$ cat src/rtl/codec_i2c_pkg.sv
package codec_i2c_pkg;
  typedef enum logic [1:0] {
    ST_IDLE  = 2'd0,
    ST_START = 2'd1,
    ST_SHIFT = 2'd2,
    ST_STOP  = 2'd3
  } eng_state_t;

  localparam int CTRL_GO_BIT    = 0;
  localparam int CTRL_LAST_BIT  = 1;
  localparam int CTRL_ABORT_BIT = 2;
  localparam int CTRL_ADDR_LSB  = 8;
  localparam int DEV_ADDR_W     = 7;
  localparam int CMD_LSB        = 16;
  localparam int PAYLOAD_W      = 16;
  localparam int BUS_W          = 32;
endpackage

$ cat src/rtl/codec_i2c_tick.sv
module codec_i2c_tick #(
  parameter int QUARTER_CYCLES = 125
) (
  input  logic clk,
  input  logic rst,
  output logic tick
);
  localparam int CW = (QUARTER_CYCLES > 1) ? $clog2(QUARTER_CYCLES) : 1;
  localparam logic [CW-1:0] LIMIT = CW'(QUARTER_CYCLES - 1);

  logic [CW-1:0] cnt;

  always_ff @(posedge clk) begin
    if (rst) begin
      cnt  <= '0;
      tick <= 1'b0;
    end else if (cnt == LIMIT) begin
      cnt  <= '0;
      tick <= 1'b1;
    end else begin
      cnt  <= cnt + 1'b1;
      tick <= 1'b0;
    end
  end

  generate
    if (QUARTER_CYCLES > 1) begin : g_spacing
      // quarter ticks never come back to back
      assert_tick_spacing_R10: assert property (@(posedge clk) disable iff (rst)
        tick |=> !tick);
    end
  endgenerate
endmodule

$ cat src/rtl/codec_i2c_regs.sv
module codec_i2c_regs
  import codec_i2c_pkg::*;
(
  input  logic                  clk,
  input  logic                  rst,
  input  logic                  bus_wr,
  input  logic                  bus_sel,
  input  logic [BUS_W-1:0]      bus_wdata,
  output logic [BUS_W-1:0]      bus_rdata,
  input  logic                  done_i,
  input  logic                  nack_i,
  output logic                  launch_o,
  output logic                  last_o,
  output logic [DEV_ADDR_W-1:0] addr_o,
  output logic [PAYLOAD_W-1:0]  payload_o
);
  logic                  busy_q, abort_q, last_q;
  logic [DEV_ADDR_W-1:0] addr_q;
  logic [PAYLOAD_W-1:0]  cmd_q;
  logic                  go_req;
  logic [BUS_W-1:0]      ctrl_word;
  logic                  unused_wdata_bits;

  assign unused_wdata_bits = ^{bus_wdata[BUS_W-1:CTRL_ADDR_LSB+DEV_ADDR_W],
                               bus_wdata[CTRL_ADDR_LSB-1:CTRL_ABORT_BIT]};

  assign go_req = bus_wr && bus_sel && bus_wdata[CTRL_GO_BIT] && !busy_q;

  always_comb begin
    ctrl_word = '0;
    ctrl_word[CTRL_GO_BIT]    = busy_q;
    ctrl_word[CTRL_LAST_BIT]  = last_q;
    ctrl_word[CTRL_ABORT_BIT] = abort_q;
    ctrl_word[CTRL_ADDR_LSB +: DEV_ADDR_W] = addr_q;
  end

  always_ff @(posedge clk) begin
    if (rst) begin
      busy_q    <= 1'b0;
      abort_q   <= 1'b0;
      last_q    <= 1'b0;
      addr_q    <= '0;
      cmd_q     <= '0;
      launch_o  <= 1'b0;
      bus_rdata <= '0;
    end else begin
      launch_o <= go_req;
      if (bus_wr && !bus_sel && !busy_q)
        cmd_q <= bus_wdata[CMD_LSB +: PAYLOAD_W];
      if (go_req) begin
        busy_q  <= 1'b1;
        abort_q <= 1'b0;
        last_q  <= bus_wdata[CTRL_LAST_BIT];
        addr_q  <= bus_wdata[CTRL_ADDR_LSB +: DEV_ADDR_W];
      end else if (done_i) begin
        busy_q <= 1'b0;
        if (nack_i) abort_q <= 1'b1;
      end
      bus_rdata <= bus_sel ? ctrl_word : {cmd_q, {CMD_LSB{1'b0}}};
    end
  end

  assign last_o    = last_q;
  assign addr_o    = addr_q;
  assign payload_o = cmd_q;

  // busy only ends when the engine reports completion
  assert_busy_ends_on_done_R3: assert property (@(posedge clk) disable iff (rst)
    $fell(busy_q) |-> $past(done_i));
  // abort only rises on a completion that carried a NACK
  assert_abort_only_on_nack_R6: assert property (@(posedge clk) disable iff (rst)
    $rose(abort_q) |-> $past(done_i && nack_i));
  // abort only clears together with a launch
  assert_abort_clears_on_launch_R7: assert property (@(posedge clk) disable iff (rst)
    $fell(abort_q) |-> launch_o);
  // the command word is frozen during a transfer
  assert_cmd_frozen_R9: assert property (@(posedge clk) disable iff (rst)
    (busy_q && $past(busy_q)) |-> $stable(cmd_q));
endmodule

$ cat src/rtl/codec_i2c_engine.sv
module codec_i2c_engine
  import codec_i2c_pkg::*;
(
  input  logic                  clk,
  input  logic                  rst,
  input  logic                  tick,
  input  logic                  launch_i,
  input  logic                  last_i,
  input  logic [DEV_ADDR_W-1:0] addr_i,
  input  logic [PAYLOAD_W-1:0]  payload_i,
  input  logic                  sda_i,
  output logic                  scl_o,
  output logic                  sda_low_o,
  output logic                  done_o,
  output logic                  nack_o
);
  localparam int FRAME_W = DEV_ADDR_W + 1 + PAYLOAD_W;
  localparam int NBYTES  = FRAME_W / 8;
  localparam logic [3:0] ACK_SLOT  = 4'd8;
  localparam logic [1:0] LAST_BYTE = 2'(NBYTES - 1);

  eng_state_t         st_q, st_n;
  logic [1:0]         q_q, q_n, byte_q, byte_n;
  logic [3:0]         bit_q, bit_n;
  logic               nack_q, nack_n, done_n, last_q;
  logic               scl_n, sdl_n;
  logic [FRAME_W-1:0] frame_q, frame_shift;
  logic [4:0]         idx;

  always_comb begin
    st_n   = st_q;
    q_n    = q_q;
    bit_n  = bit_q;
    byte_n = byte_q;
    nack_n = nack_q;
    done_n = 1'b0;
    if (st_q == ST_IDLE) begin
      if (launch_i) begin
        st_n   = ST_START;
        q_n    = 2'd0;
        nack_n = 1'b0;
      end
    end else if (tick) begin
      q_n = q_q + 2'd1;
      unique case (st_q)
        ST_START: if (q_q == 2'd3) begin
          st_n   = ST_SHIFT;
          bit_n  = 4'd0;
          byte_n = 2'd0;
        end
        ST_SHIFT: begin
          if (q_q == 2'd1 && bit_q == ACK_SLOT) nack_n = sda_i;
          if (q_q == 2'd3) begin
            if (bit_q != ACK_SLOT) bit_n = bit_q + 4'd1;
            else if (nack_q) st_n = ST_STOP;
            else if (byte_q == LAST_BYTE) begin
              if (last_q) st_n = ST_STOP;
              else begin
                st_n   = ST_IDLE;
                done_n = 1'b1;
              end
            end else begin
              byte_n = byte_q + 2'd1;
              bit_n  = 4'd0;
            end
          end
        end
        ST_STOP: if (q_q == 2'd3) begin
          st_n   = ST_IDLE;
          done_n = 1'b1;
        end
        default: ;
      endcase
    end
  end

  assign idx         = {byte_n, 3'b000} + {1'b0, bit_n};
  assign frame_shift = frame_q << idx;

  always_comb begin
    scl_n = scl_o;
    sdl_n = sda_low_o;
    unique case (st_n)
      ST_START: begin
        scl_n = (q_n == 2'd1) || (q_n == 2'd2);
        sdl_n = q_n[1];
      end
      ST_SHIFT: begin
        scl_n = (q_n == 2'd1) || (q_n == 2'd2);
        sdl_n = (bit_n == ACK_SLOT) ? 1'b0 : !frame_shift[FRAME_W-1];
      end
      ST_STOP: begin
        scl_n = (q_n != 2'd0);
        sdl_n = !q_n[1];
      end
      default: ;
    endcase
  end

  always_ff @(posedge clk) begin
    if (rst) begin
      st_q      <= ST_IDLE;
      q_q       <= '0;
      bit_q     <= '0;
      byte_q    <= '0;
      nack_q    <= 1'b0;
      last_q    <= 1'b0;
      frame_q   <= '0;
      done_o    <= 1'b0;
      scl_o     <= 1'b1;
      sda_low_o <= 1'b0;
    end else begin
      st_q      <= st_n;
      q_q       <= q_n;
      bit_q     <= bit_n;
      byte_q    <= byte_n;
      nack_q    <= nack_n;
      done_o    <= done_n;
      scl_o     <= scl_n;
      sda_low_o <= sdl_n;
      if (st_q == ST_IDLE && launch_i) begin
        last_q  <= last_i;
        frame_q <= {addr_i, 1'b0, payload_i};
      end
    end
  end

  assign nack_o = nack_q;

  // SDA only moves under a high SCL while forming START or STOP
  assert_sda_moves_low_scl_R8: assert property (@(posedge clk) disable iff (rst)
    (scl_o && $past(scl_o) && !$stable(sda_low_o)) |-> (st_q == ST_START || st_q == ST_STOP));
  // a launch is only handed over while the engine is idle
  assert_launch_when_idle_R3: assert property (@(posedge clk) disable iff (rst)
    launch_i |-> st_q == ST_IDLE);
  // the completion pulse coincides with the idle state
  assert_done_in_idle_R5: assert property (@(posedge clk) disable iff (rst)
    done_o |-> st_q == ST_IDLE);
  // a NACK never lets shifting continue past the acknowledge slot
  assert_nack_stops_shift_R6: assert property (@(posedge clk) disable iff (rst)
    (nack_q && st_q == ST_SHIFT) |-> bit_q == ACK_SLOT);
endmodule

$ cat src/rtl/codec_i2c_writer.sv
module codec_i2c_writer
  import codec_i2c_pkg::*;
#(
  parameter int QUARTER_CYCLES = 125
) (
  input  logic        clk,
  input  logic        rst,
  input  logic        bus_wr,
  input  logic        bus_sel,
  input  logic [31:0] bus_wdata,
  output logic [31:0] bus_rdata,
  output logic        scl_o,
  output logic        sda_pull_low_o,
  input  logic        sda_i
);
  logic                  tick, launch, last, done, nack;
  logic [DEV_ADDR_W-1:0] addr;
  logic [PAYLOAD_W-1:0]  payload;

  codec_i2c_tick #(.QUARTER_CYCLES(QUARTER_CYCLES)) u_tick (
    .clk  (clk),
    .rst  (rst),
    .tick (tick)
  );

  codec_i2c_regs u_regs (
    .clk       (clk),
    .rst       (rst),
    .bus_wr    (bus_wr),
    .bus_sel   (bus_sel),
    .bus_wdata (bus_wdata),
    .bus_rdata (bus_rdata),
    .done_i    (done),
    .nack_i    (nack),
    .launch_o  (launch),
    .last_o    (last),
    .addr_o    (addr),
    .payload_o (payload)
  );

  codec_i2c_engine u_engine (
    .clk       (clk),
    .rst       (rst),
    .tick      (tick),
    .launch_i  (launch),
    .last_i    (last),
    .addr_i    (addr),
    .payload_i (payload),
    .sda_i     (sda_i),
    .scl_o     (scl_o),
    .sda_low_o (sda_pull_low_o),
    .done_o    (done),
    .nack_o    (nack)
  );
endmodule

$ cat config.mk
export PLATFORM = sky130hd
export DESIGN_NAME = codec_i2c_writer
export DESIGN_NICKNAME = d
export VERILOG_FILES = /design/src/rtl/codec_i2c_pkg.sv /design/src/rtl/codec_i2c_tick.sv /design/src/rtl/codec_i2c_regs.sv /design/src/rtl/codec_i2c_engine.sv /design/src/rtl/codec_i2c_writer.sv
export SDC_FILE = /design/constraint.sdc
export NUM_CORES = 1
export LEC_CHECK = 0
export BUFFER_PORTS_ARGS = -buffer_cell sky130_fd_sc_hd__buf_2
export CAP_MARGIN = 20
export CORE_UTILIZATION = 50
export CTS_CLUSTER_DIAMETER = 80
export CTS_CLUSTER_SIZE = 10
export DETAILED_ROUTE_END_ITERATION = 10
export PLACE_DENSITY = 0.72
export SLEW_MARGIN = 25
export SYNTH_ARGS = -nofsm -noshare
export SYNTH_HDL_FRONTEND = slang
export SYNTH_HIERARCHICAL = 1
export SYNTH_SLANG_ARGS = --single-unit
$ cat constraint.sdc
create_clock -name clk -period 3.3 [get_ports clk]
set_input_delay 0.495 -clock clk [delete_from_list [all_inputs] [get_ports clk]]
set_output_delay 0.495 -clock clk [all_outputs]
set_load 0.02 [all_outputs]
# After elaboration in Yosys (flattened, before gate mapping)
# Cells that the tools add are included.
# op_classes
addsub	5
n_eq_ne	16
shifts	1
n_mux	48
bitwise	2
reduce_logical	28
# op_table
op	n
$mux 2	20
$mux 4	7
$shl 24x5->24	1
$mux 1	15
$eq 2x2->1 const B	7
$reduce_bool 2->1	6
$reduce_or 2->1	5
$eq 2x1->1 const B	4
$eq 4x4->1 const B	2
$pmux 4 s2	1
$add 7x1->7 const B	1
$eq 7x7->1 const B	1
$logic_and 1x1->1	7
$pmux 2 s3	1
$add 5x4->5	1
$add 2x1->2 const B	2
$add 4x1->4 const B	1
$logic_not 1->1	4
$ne 4x4->1 const B	1
$pmux 1 s2	2
$pmux 2 s2	1
$reduce_and 4->1	1
$pmux 1 s3	1
$reduce_bool 3->1	1
other kinds (6)	7
# totals
register_bits	105
input_bits	37
out_inout_bits	34
word_cells	121

# Longest topological paths before layout
# depth
word_depth	13
ltp_mapped	14
ltp_nobuf	14

# Cells and area by module
# Netlist, hierarchy kept.
# by_module_without_submodules
module	n_inst	cells_each	area_per_inst_um2	seq_area_each_um2
codec_i2c_engine	1	258	2082.0	760.7
codec_i2c_regs	1	180	1989.4	1061.0
codec_i2c_tick	1	35	322.8	160.2

# Worst setup path before layout
# No wires, ideal clock.
# synth_timing
path_type	register to register
startpoint	register u_engine.st_q[1]
endpoint	register u_engine.sda_low_o
setup_time_ns	0.122
t_arrival_ns	2.297
t_required_ns	3.178
path_slack_ns	0.882
stages_incl_launch_ff	14
n_path_buf	1
synth_period_minus_slack_ns	2.418
path_cell_list	dfxtp_1 > inv_1 > ha_1 > and3b_1 > buf_4 > and2_1 > a22oi_1 > inv_1 > ha_1 > xor2_1 > a211oi_1 > and3_1 > o21ai_1 > o311a_1
# synth_between
elab_chain_cells	9
word_cells_on_any_way	32
cone_classes	add/sub: 1; eq/ne: 7; shift: 1; mux: 19; reduce/logical: 4
# synth_lines
item	line	source
from (decl)	codec_i2c_engine.sv:22	eng_state_t st_q, st_n;
from (signal assigned)	codec_i2c_engine.sv:113	st_q <= st_n;
$eq 2x2->1 or $eq 2x1->1 (tied branches)	codec_i2c_engine.sv:45	unique case (st_q)
$pmux 4 s2	codec_i2c_engine.sv:45	
$mux 4	codec_i2c_engine.sv:43	end else if (tick) begin
$mux 4 *	codec_i2c_engine.sv:37	if (st_q == ST_IDLE) begin
via u_engine.bit_n[3]	codec_i2c_engine.sv:24	logic [3:0] bit_q, bit_n;
$add 5x4->5	codec_i2c_engine.sv:77	assign idx = {byte_n, 3'b000} + {1'b0, bit_n};
$shl 24x5->24	codec_i2c_engine.sv:78	assign frame_shift = frame_q << idx;
$logic_not 1->1	codec_i2c_engine.sv:90	sdl_n = (bit_n == ACK_SLOT) ? 1'b0 : !frame_shift[FRAME_W-1];
$mux 1 *	codec_i2c_engine.sv:90	
$pmux 1 s3 *	codec_i2c_engine.sv:83	unique case (st_n)
to (signal assigned)	codec_i2c_engine.sv:120	sda_low_o <= sdl_n;
to (decl)	codec_i2c_engine.sv:13	output logic sda_low_o,
# Mark *: on every way through the listed nets, which the timed path passes. The rest lies on a longest branch.
# A chain may end at the register's enable or synchronous reset.

# Final worst setup path
# layout_timing
startpoint	register u_engine.st_q[1]
endpoint	register u_engine.sda_low_o
# layout_between
elab_chain_cells	9
word_cells_on_any_way	32
cone_classes	add/sub: 1; eq/ne: 7; shift: 1; mux: 19; reduce/logical: 4
# layout_lines
item	line
$eq 2x2->1 (tied with other cells)	codec_i2c_engine.sv:45
$pmux 4 s2 (tied with other cells)	codec_i2c_engine.sv:45
$mux 4 (tied with other cells)	codec_i2c_engine.sv:43
$mux 4 (tied with other cells)	codec_i2c_engine.sv:37
$add 5x4->5 or $pmux 2 s3 (tied branches)	codec_i2c_engine.sv:77, codec_i2c_engine.sv:45
$shl 24x5->24 or $mux 2 (tied branches)	codec_i2c_engine.sv:78, codec_i2c_engine.sv:43
$logic_not 1->1 or $mux 2 (tied branches)	codec_i2c_engine.sv:90, codec_i2c_engine.sv:37
$mux 1 (tied with other cells)	codec_i2c_engine.sv:90
$pmux 1 s3 or $reduce_bool 3->1 (tied branches)	-
# Several ways; a longest one is shown, not always the timed one.

==> metrics.md <==
| Metric | Value |
|---|---|
| Number of cells on the worst hold path | `3` |
| Maximum vdd ir drop | `0.289 mV` |
| Row count | `33` |
| Count of flip-flops with a built-in enable after synthesis | `0` |
| Clock Latency Late Sink | `0.37 ns` |
| Number of buffers and inverters on the critical path | `2` |
| Required time at the endpoint of the critical path | `around 3.6 ns` |
| Detailed Route WL | `8330 um` |
| Status | `finished, final reports clean` |
| Critical-path maximum fanout | `11` |
| Reg2reg start | `u_engine/st_q[1]` |
| Gate count of the mapped netlist | `approximately 470` |
| Fill cell count | `748` |
| Starting DRT DRC Count | `approximately 110` |
| Layout overhead on the synthesized area | `12.4%` |
| Portion of the post-synthesis area used by sequential elements | `0.451` |
| Main synth FF type | `sky130_fd_sc_hd__dfxtp_1` |
| Total power | `approximately 2.3 mW` |
| Maximum clock frequency | `approximately 340 MHz` |
| Clock-pin slew on the worst setup and hold paths | `~0.1 ns` |
| Max-slew headroom at the worst pin | `0.604` |
| Detailed-route via count | `around 3300` |
| Fraction of registers with async set/reset | `0` |
| HPWL reported at the end of detailed placement | `5870 um` |
| Antenna diodes | `0` |
| Flip-flop and latch count after synthesis | `99` |
| Minimum setup slack among reg-to-reg paths | `0.33 ns` |
| Cell variety after synth | `57` |
| Critical Path End Type | `register` |
| Class of the most critical hold timing path | `in -> reg` |
| Routability cong. | `0.866` |
| WL/cell | `13.1 um` |
| Number of setup violations in the final report | `0` |
| Layout cells sized above 1 | `0.200` |
| Classification of the worst setup path | `reg -> reg` |
| Worst slew pin tran | `0.594 ns` |
| Category of the worst setup path launch point | `register` |
| Wire length of the first global-routing pass | `14200 um` |
| Overall die height | `95.7 um` |
| Maximum single-stage delay on the critical path | `0.56 ns` |
| MaxCap Viol Count | `0` |
| Area share of the leading cell type in the synthesized netlist | `0.451` |
| Number of warning messages in the yosys log | `6` |
| Starting utilization of the core area | `0.527` |
| Hold path endpoint | `u_engine/nack_o` |
| Total Die Area | `0.00917 mm2` |
| Clk root buf | `sky130_fd_sc_hd__clkbuf_8` |
| Ports placed on the boundary | `71` |
| CTS Buffer Depth | `2` |
| Number of gates resized after cts | `0` |
| Hold wc startpoint | `sda_i` |
| GRT Util Overall | `0.198` |
| Post-detailed-route via-to-cell ratio | `5.16` |
| Library cell occupying the most area in the post-synthesis netlist | `sky130_fd_sc_hd__dfxtp_1` |
| Setup repair after global routing missed its margin | `false` |
| Cell type group with the largest total delay on the critical path | `compound AO/OA/AOI/OAI gates` |
| Area of the core | `0.00834 mm2` |
| Worst clock skew on the final layout | `0.0168 ns` |
| Final hold vios | `0` |
| Fin area | `0.00494 mm2` |
| Shortest period the worst path allows | `2.97 ns` |
| Leading cell types by total area after synthesis | `sky130_fd_sc_hd__dfxtp_1, sky130_fd_sc_hd__mux2i_1, sky130_fd_sc_hd__nand2_1` |
| Count of unresolved DRC violations after routing | `0` |
| Count of final max-slew check failures | `0` |
| Pin count of the biggest net entering global routing | `47` |
| NumNets Final | `575` |
| Sequence of cells on the critical path | `inv_1, ha_1, and3b_1, o21ai_4, o31ai_4, buf_4, mux2i_1, o2bb2ai_1, a211oi_1, o311a_1` |
| # H-tree levels | `3` |
| CTS tree | `done` |
| Vias in the first global route | `3151` |
| Post-synthesis instance area | `0.00439 mm2` |
| Final TNS setup | `0 ns` |
| Critical path's slowest cell | `sky130_fd_sc_hd__o31ai_4` |
| Iteration count of the initial detailed-routing pass | `4` |
| Initial antenna violation count | `0` |
| Power density normalized to cell area | `463 mW/mm2` |
| Standard cell area after detailed placement | `~0.0047 mm2` |
| Mapped Avg Cell Area | `9.29 um2` |
| Total congestion overflow | `0` |
| Die Width | `95.7 um` |
| Count of hold buffers inserted by post-cts repair | `0` |
| CTS buffer count | `9` |
| Number of cells on the worst reg-to-reg path | `10` |
| IO buf count | `57` |
| Cell leakage power | `around 2 nW` |
| Critical path arrival | `between 3 and 4 ns` |
| Final period utilization | `0.901` |
| Setup fix buffers added after clock tree synthesis | `0` |
| Number of clock sinks | `99` |
| Number of nets with antenna violations after detailed routing | `0` |
| Endpoint of the lowest-slack register-to-register path | `u_engine/sda_low_o` |
==> metal layers <==
| layer | vias up | global-route usage | wire (um) |
|---|---|---|---|
| met5 | - | 0 | 0 |
| li1 | 1673 | - | - |
| met2 | 51 | 0.342 | 4080 |
| met3 | 9 | 0.0474 | 272 |
| met4 | 0 | 0.0672 | 112 |
| met1 | 1539 | 0.240 | 3870 |
==> metrics by stage <==
step | instances | hold WS (ns) | setup WS [ns] | utilization
floorplan | 478 | 0.408 | 0.882 | -
global placement | 618 | 0.428 | 0.491 | 0.563
detailed placement | 618 | 0.420 | 0.394 | 0.563
CTS | 634 | 0.361 | 0.364 | 0.592
global route | 634 | 0.362 | 0.0877 | 0.592
finish | 634 | 0.371 | 0.327 | 0.592
==> registers in the layout, summed over array words and instances (netlist names) <==
signal	flops
u_engine/frame_q	23
u_regs/payload_o	16
u_regs/launch_o	1
u_regs/bus_rdata	26
u_engine/st_q	2
u_tick/cnt	7
u_tick/tick	1
u_engine/nack_o	1
u_engine/scl_o	1
u_engine/done_o	1
u_regs/addr_o	7
u_regs/abort_q	1
u_engine/last_q	1
u_engine/sda_low_o	1
u_engine/q_q	2
u_engine/bit_q	4
u_engine/byte_q	2
u_regs/busy_q	1
u_regs/last_o	1
==> cell usage after synthesis (2+ instances only) <==
| master | number |
|---|---|
| sky130_fd_sc_hd__inv_1 | 25 |
| sky130_fd_sc_hd__buf_6 | 3 |
| sky130_fd_sc_hd__o21ai_1 | 3 |
| sky130_fd_sc_hd__buf_2 | 2 |
| sky130_fd_sc_hd__o21bai_1 | 3 |
| sky130_fd_sc_hd__buf_4 | 9 |
| sky130_fd_sc_hd__nor2_1 | 38 |
| sky130_fd_sc_hd__o21ai_0 | 10 |
| sky130_fd_sc_hd__nor2b_1 | 2 |
| sky130_fd_sc_hd__a32oi_1 | 2 |
| sky130_fd_sc_hd__and4_1 | 2 |
| sky130_fd_sc_hd__nand3_1 | 3 |
| sky130_fd_sc_hd__and2_1 | 20 |
| sky130_fd_sc_hd__nand2b_1 | 35 |
| sky130_fd_sc_hd__a21oi_1 | 31 |
| sky130_fd_sc_hd__nor3_1 | 4 |
| sky130_fd_sc_hd__dfxtp_1 | 99 |
| sky130_fd_sc_hd__mux2_2 | 5 |
| sky130_fd_sc_hd__xnor2_1 | 2 |
| sky130_fd_sc_hd__a22oi_1 | 3 |
| sky130_fd_sc_hd__nand3b_1 | 10 |
| sky130_fd_sc_hd__xor2_1 | 3 |
| sky130_fd_sc_hd__o32ai_2 | 8 |
| sky130_fd_sc_hd__clkbuf_1 | 13 |
| sky130_fd_sc_hd__nand2_1 | 66 |
| sky130_fd_sc_hd__a211oi_1 | 2 |
| sky130_fd_sc_hd__a22o_1 | 2 |
| sky130_fd_sc_hd__mux2i_1 | 26 |
| sky130_fd_sc_hd__ha_1 | 14 |
==> where the power goes <==
part / internal [mW] / switching (mW)
logic: 0.0600 / 0.0845
clock network: 0.449 / 0.458
registers: 1.22 / 0.0156
==> final cells by class <==
cell class	instances	area [um2]	share of cell area
Clock inverter	7	116	0.0236
Clock buffer	9	124	0.0251
Multi-Input combinational cell	325	2150	0.436
Sequential cell	99	1980	0.401
Inverter	25	93.8	0.0190
Timing Repair Buffer	64	338	0.0684
Tap cell	105	131	0.0266
==> worst min-delay path: stages <==
cell and delay (ns):
sky130_fd_sc_hd__buf_2 0.10, sky130_fd_sc_hd__nand2_1 0.05, sky130_fd_sc_hd__a21oi_1 0.05
==> how the worst max path moves through the flow <==
stage	startpoint	endpoint	slack, ns	cells after the start
6_report	u_engine/st_q[1]	u_engine/sda_low_o	0.33	10
5_1_grt	u_engine/st_q[1]	u_engine/sda_low_o	0.09	10
4_1_cts	u_engine/st_q[1]	u_engine/sda_low_o	0.36	9
3_5_place_dp	u_engine/st_q[1]	u_engine/sda_low_o	0.39	10
3_3_place_gp	u_engine/st_q[1]	u_engine/sda_low_o	0.49	10
2_1_floorplan	u_engine/st_q[1]	u_engine/sda_low_o	0.88	13
==> cells in the final DEF, fill, tap and decap left out, types with 10 or more instances in the layout <==
master	count
sky130_fd_sc_hd__inv_1	25
sky130_fd_sc_hd__nand2b_1	35
sky130_fd_sc_hd__and2_1	20
sky130_fd_sc_hd__o21ai_0	10
sky130_fd_sc_hd__nand3b_1	10
sky130_fd_sc_hd__a21oi_1	31
sky130_fd_sc_hd__ha_1	14
sky130_fd_sc_hd__nand2_1	66
sky130_fd_sc_hd__dfxtp_1	99
sky130_fd_sc_hd__buf_2	57
sky130_fd_sc_hd__nor2_1	38
sky130_fd_sc_hd__mux2i_1	26
==> logic make-up (layout without fill, tap and decap cells) <==
kind of cell / count (synthesis) / in the layout / share of synthesized area
multiplexers: 31 / 31 / 0.0720
flip-flops: 99 / 99 / 0.451
XOR/XNOR: 5 / 5 / 0.00997
other: 1 / 6 / 0.000853
adder cells (fa/ha/maj): 14 / 14 / 0.0399
AND/OR/NAND/NOR: 193 / 193 / 0.227
AO/OA/AOI/OAI: 76 / 76 / 0.136
buffers and inverters: 54 / 105 / 0.0635
Note: power is estimated with default switching activity, not from simulation.
